## src/rtl/vtrap_pkg.sv

```systemverilog
package vtrap_pkg;

    localparam int STATE_W = 16;
    localparam int VL_W    = 7;
    localparam int CAP_W   = 6;

    // capability bit positions
    localparam int CAP_VEC   = 0;
    localparam int CAP_ELW   = 1;
    localparam int CAP_SUBVL = 2;
    localparam int CAP_MODE  = 3;
    localparam int CAP_PRED  = 4;
    localparam int CAP_SETVL = 5;

    localparam logic [11:0] TRAP_VEC = 12'h700;

    typedef enum logic [1:0] {
        CMD_OP    = 2'd0,
        CMD_SETVL = 2'd1,
        CMD_SPRRD = 2'd2,
        CMD_SPRWR = 2'd3
    } cmd_e;

    typedef struct packed {
        logic [2:0]      rsvd;
        logic [1:0]      mode;
        logic [1:0]      subvl;
        logic [1:0]      elw;
        logic [VL_W-1:0] vl;
    } vstate_t;

    localparam vstate_t VSTATE_RST = '{rsvd: '0, mode: '0, subvl: '0, elw: '0, vl: VL_W'(1)};

    typedef struct packed {
        logic              exec;
        logic              trap;
        logic [STATE_W-1:0] rd;
        vstate_t           st;
    } regs_t;

endpackage

```

## src/rtl/vtrap_spr_map.sv

```systemverilog
module vtrap_spr_map #(
    parameter int SPR_W      = 10,
    parameter int VSTATE_NUM = 720
) (
    input  logic [SPR_W-1:0] spr_i,
    output logic             hit_o
);
    always_comb hit_o = (spr_i == SPR_W'(VSTATE_NUM));
endmodule

```

## src/rtl/vtrap_feat_check.sv

```systemverilog
module vtrap_feat_check
    import vtrap_pkg::*;
#(
    parameter logic [CAP_W-1:0] CAPS       = 6'b110000,
    parameter logic [5:0]       SIMD_MAJOR = 6'd60
) (
    input  vstate_t    st_i,
    input  logic [5:0] major_i,
    input  logic [1:0] ew_i,
    input  logic       pred_i,
    output logic       trap_o
);
    logic st_bad, pfx_bad, op_bad;

    always_comb begin
        st_bad  = (st_i.rsvd != '0)
                | (!CAPS[CAP_VEC]   && (st_i.vl > VL_W'(1)))
                | (!CAPS[CAP_ELW]   && (st_i.elw   != '0))
                | (!CAPS[CAP_SUBVL] && (st_i.subvl != '0))
                | (!CAPS[CAP_MODE]  && (st_i.mode  != '0));
        pfx_bad = (!CAPS[CAP_ELW]  && (ew_i != '0))
                | (!CAPS[CAP_PRED] && pred_i);
        op_bad  = (major_i == SIMD_MAJOR);
        trap_o  = st_bad | pfx_bad | op_bad;
    end
endmodule

```

## src/rtl/vtrap_setvl.sv

```systemverilog
module vtrap_setvl
    import vtrap_pkg::*;
#(
    parameter int MAX_VL = 64
) (
    input  vstate_t            st_i,
    input  logic [STATE_W-1:0] req_i,
    output vstate_t            st_o
);
    always_comb begin
        st_o = st_i;
        if (req_i > STATE_W'(MAX_VL))
            st_o.vl = VL_W'(MAX_VL);
        else
            st_o.vl = req_i[VL_W-1:0];
    end
endmodule

```

## src/rtl/vtrap_check.sv

```systemverilog
module vtrap_check
    import vtrap_pkg::*;
#(
    parameter logic [CAP_W-1:0] CAPS       = 6'b110000,
    parameter logic [5:0]       SIMD_MAJOR = 6'd60,
    parameter int               MAX_VL     = 64,
    parameter int               SPR_W      = 10,
    parameter int               VSTATE_NUM = 720
) (
    input  logic               clk,
    input  logic               rst_n,
    input  logic               issue_valid_i,
    input  logic [1:0]         issue_cmd_i,
    input  logic [5:0]         issue_major_i,
    input  logic [1:0]         pfx_ew_i,
    input  logic               pfx_pred_i,
    input  logic [SPR_W-1:0]   spr_num_i,
    input  logic [STATE_W-1:0] issue_data_i,
    output logic               exec_ok_o,
    output logic               trap_o,
    output logic [11:0]        trap_vector_o,
    output logic [STATE_W-1:0] rd_data_o,
    output logic [STATE_W-1:0] vstate_o
);
    regs_t   r_q, r_d;
    logic    spr_hit, feat_trap;
    vstate_t setvl_st;
    cmd_e    cmd;

    assign cmd = cmd_e'(issue_cmd_i);

    vtrap_spr_map #(.SPR_W(SPR_W), .VSTATE_NUM(VSTATE_NUM)) u_spr (
        .spr_i (spr_num_i),
        .hit_o (spr_hit)
    );

    vtrap_feat_check #(.CAPS(CAPS), .SIMD_MAJOR(SIMD_MAJOR)) u_feat (
        .st_i    (r_q.st),
        .major_i (issue_major_i),
        .ew_i    (pfx_ew_i),
        .pred_i  (pfx_pred_i),
        .trap_o  (feat_trap)
    );

    vtrap_setvl #(.MAX_VL(MAX_VL)) u_setvl (
        .st_i  (r_q.st),
        .req_i (issue_data_i),
        .st_o  (setvl_st)
    );

    always_comb begin
        r_d      = r_q;
        r_d.exec = 1'b0;
        r_d.trap = 1'b0;
        r_d.rd   = '0;
        if (issue_valid_i) begin
            unique case (cmd)
                CMD_OP: begin
                    r_d.trap = feat_trap;
                    r_d.exec = !feat_trap;
                end
                CMD_SETVL: begin
                    if (CAPS[CAP_SETVL]) begin
                        r_d.exec = 1'b1;
                        r_d.st   = setvl_st;
                    end else begin
                        r_d.trap = 1'b1;
                    end
                end
                CMD_SPRRD: begin
                    r_d.exec = spr_hit;
                    r_d.trap = !spr_hit;
                    if (spr_hit) r_d.rd = r_q.st;
                end
                CMD_SPRWR: begin
                    r_d.exec = spr_hit;
                    r_d.trap = !spr_hit;
                    if (spr_hit) r_d.st = vstate_t'(issue_data_i);
                end
                default: ;
            endcase
        end
    end

    always_ff @(posedge clk) begin
        if (!rst_n) begin
            r_q.exec <= 1'b0;
            r_q.trap <= 1'b0;
            r_q.rd   <= '0;
            r_q.st   <= VSTATE_RST;
        end else begin
            r_q <= r_d;
        end
    end

    assign exec_ok_o     = r_q.exec;
    assign trap_o        = r_q.trap;
    assign trap_vector_o = r_q.trap ? TRAP_VEC : 12'h000;
    assign rd_data_o     = r_q.rd;
    assign vstate_o      = r_q.st;

endmodule

```

## config.mk

```make
export PLATFORM = sky130hd
export DESIGN_NAME = vtrap_check
export DESIGN_NICKNAME = d
export VERILOG_FILES = /design/src/rtl/vtrap_pkg.sv /design/src/rtl/vtrap_spr_map.sv /design/src/rtl/vtrap_feat_check.sv /design/src/rtl/vtrap_setvl.sv /design/src/rtl/vtrap_check.sv
export SDC_FILE = /design/constraint.sdc
export NUM_CORES = 1
export LEC_CHECK = 0
export ABC_AREA = 1
export BUFFER_PORTS_ARGS = -buffer_cell sky130_fd_sc_hd__buf_2
export CAP_MARGIN = 30
export CORE_MARGIN = 1.5
export CORE_UTILIZATION = 46
export DETAILED_ROUTE_END_ITERATION = 8
export PLACE_DENSITY = 0.84
export SETUP_SLACK_MARGIN = 0.05
export SLEW_MARGIN = 20
export SYNTH_ARGS = -nofsm -noshare
export SYNTH_HDL_FRONTEND = slang
export SYNTH_HIERARCHICAL = 1
export SYNTH_SLANG_ARGS = --single-unit
export TNS_END_PERCENT = 5
```

## constraint.sdc

```tcl
create_clock -name clk -period 1.7 [get_ports clk]
set_clock_uncertainty 0.2 [all_clocks]
set_input_delay 0.17 -clock clk [delete_from_list [all_inputs] [get_ports clk]]
set_output_delay 0.17 -clock clk [all_outputs]
set_load 0.03 [all_outputs]
```

==> run metrics <==
CTS tree=yes; FF-to-FF Start=vstate_o[10]; Int Power=0.00121 W; crit path kind=in -> reg; CTS Sinks=34; Critical Path Most Common Cell=dlygate4sd3_1; setup ws final=0.140 ns; share of cells above drive strength 1=29.6%; CP Launch Type=input port; GPL Wtd Cong=0.807; total grt overflow=0; Starting Density=48.8%; fmax=approximately 0.64 GHz; Port Buffers=75; Layout Nets=388; pwr dens=roughly 770 nW/um2; unrepaired setup endpoints after global routing=no; n_diodes=0; hold path start=issue_data_i[0]; Sw Share=28.2%; mean post-synth cell area=between 6 and 7 um2; crit path DAT=1.53 ns; CTS Buf Count=5; YS warnings=6; GR Util met3=3.41%; IR drop worst, VDD=0.257 mV; Post-DP Area=between 2000 and 2500 um2; Yosys top cell area share=37.5%; dominant cells by area after synthesis=dfxtp_1, nand2_1, nor2_1; Vias=1743; RR Endpoint=exec_ok_o; number of setup buffers added after CTS=0; largest net degree at the start of global routing=32; die span in x=65.8 um; Hold Path Cell Cnt=5; DP Worst Slack=0.158 ns; Seq pwr share=49.9%; Hold Crit Endpoint=vstate_o[0]; Worst path slowest cell=dlygate4sd3_1; fin crit share=91.8%; final setup violation count=0; met1 usage=a little under a quarter; Seq/Total Area, Yosys=37.5%; status=finished, final reports clean; post-synth cell types=18; Max Cap Violations=0; DRC=0; Synth area leader=dfxtp_1; Post-Route WL=3740 um; Area growth syn-to-layout=20.2%; Synth Instances=283; largest fanout on the critical path=2; Worst setup EP type=flip-flop; switching power summed over all nets=0.000474 W; via/cell ratio=4.40; H-tree levels=2; Slew Limit Fails=0; Clk pwr share=31.6%; drt first-iter violations=70; die footprint=4330 um2; class of the most critical hold timing path=in -> reg; setup TNS=0 ns; synthesized area=1810 um2; GR Util met2=29.5%; IO Pins=86; Leakage Power=1.28 nW; worst endpoint required time=1.67 ns; Hold Vio Cnt, Final=0; Routed wire per std cell=9.45 um; initial antenna violation count=0; Die H=65.8 um; crit path cell chain=dlygate4sd3_1, buf_2, nand2_2, dlygate4sd3_1, nor2b_1; row count=22; grt peak-use layer=met2; number of global-route vias before repair=~1500; r2r setup slk=0.30 ns; Design Area, Final=2180 um2; fin crit period=roughly 1.6 ns; first-pass GRT wire length=6150 um; Seq cells post-synth=34; drt pass-1 iters=4; HPWL after detailed placement=2900 um; total power=0.00168 W; Clk Tree Root Cell=clkbuf_8; GR Util All Layers=18.3%; logic gate share of total power=18.5%; Reg2Reg Depth=6; clk_lat worst skew=0.28 ns; CTS clock-pin slew for the worst setup and hold paths=~0.06 ns; ANT nets after route=0; Max Root-Sink Buffers=2; core area=3720 um2; critical path's largest stage delay=0.58 ns
==> critical path: cells and delay by family <==
kind,cells,cell delay (ns)
buffers and inverters,3,1.25
AND/OR/NAND/NOR,2,0.12
==> state kept, by name, indices dropped and copies added (netlist names) <==
name and flops:
exec_ok_o 1, trap_o 1, rd_data_o 16, vstate_o 16
==> power groups by stage <==
| stage | Sequential [W] | Combinational, W | Clock (W) |
|---|---|---|---|
| 2_1_floorplan | 0.000895 | 0.000204 | 0 |
| 3_3_place_gp | 0.000854 | 0.000303 | 0 |
| 3_5_place_dp | 0.000855 | 0.000307 | 0 |
| 4_1_cts | 0.000837 | 0.000311 | 0.000539 |
| 5_1_grt | 0.000841 | 0.000346 | 0.000563 |
| 6_report | 0.000838 | 0.000311 | 0.000530 |
==> kinds of logic after synthesis <==
kind of cell | share of synthesized area [%]
other | 0.207
and+or+nand+nor | 42.7
DFF | 37.5
buffers and inverters | 19.3
AOI/OAI and AO/OA | 0.276
==> worst max path at each step <==
stage	endpoint	slack, ns	depth (start not counted)	from
after CTS	exec_ok_o	0.16	5	issue_valid_i
after floorplan	vstate_o[0]	0.40	9	spr_num_i[3]
after detailed placement	vstate_o[2]	0.16	10	spr_num_i[3]
after global placement	vstate_o[6]	0.19	10	spr_num_i[3]
final	exec_ok_o	0.14	5	issue_valid_i
after global routing	vstate_o[3]	0.06	9	issue_valid_i
==> what timing repair did <==
item,CTS,global route
endpoints found under the hold margin,2,0
setup endpoints to repair,0,0
hold buffers,2,0
resized for setup,0,0
==> area by class of cell <==
class,count,area [um2]
Sequential cell,34,681
Inverter,31,116
Timing Repair Buffer,82,433
Fill cell,351,1540
Clock buffer,7,76.3
Multi-Input combinational cell,194,812
Tap cell,48,60.1
==> cells in the final DEF (no fill, tap or decap), types with 3 or more instances in the layout <==
cell type,count
conb_1,9
nor2_2,13
buf_2,75
nor2_1,67
inv_1,30
clkbuf_8,5
nand3_1,22
nand2_1,75
buf_4,5
dfxtp_1,34
nand2_2,3
==> synthesized netlist by cell type <==
cell and n:
buf_6 2, dfxtp_1 34, clkbuf_1 1, nand3_1 22
inv_2 1, nand2_2 3, nor2b_1 1, nand3_2 1
nand2_1 75, nand3b_1 1, buf_4 25, inv_1 30
nor2_2 13, nor2_1 67, conb_1 1, buf_2 4
a21oi_1 1, nand4_1 1
==> metal layers <==
layer | routed length [um] | part of all wire, %
met3 | 216 | 5.8
met5 | 0 | 0
met2 | 1730 | 46
met4 | 32 | 0.86
met1 | 1760 | 47
==> stage by stage <==
stage                     utilization, %  hold WS (ns)  std cells
after floorplan                        -         0.119        291
after global placement              56.0         0.231        387
after detailed placement            56.0         0.250        387
after CTS                           58.6        0.0640        396
after global routing                58.6        0.0984        396
final                               58.6        0.0650        396
No activity file was read; power rests on OpenSTA's default activity.
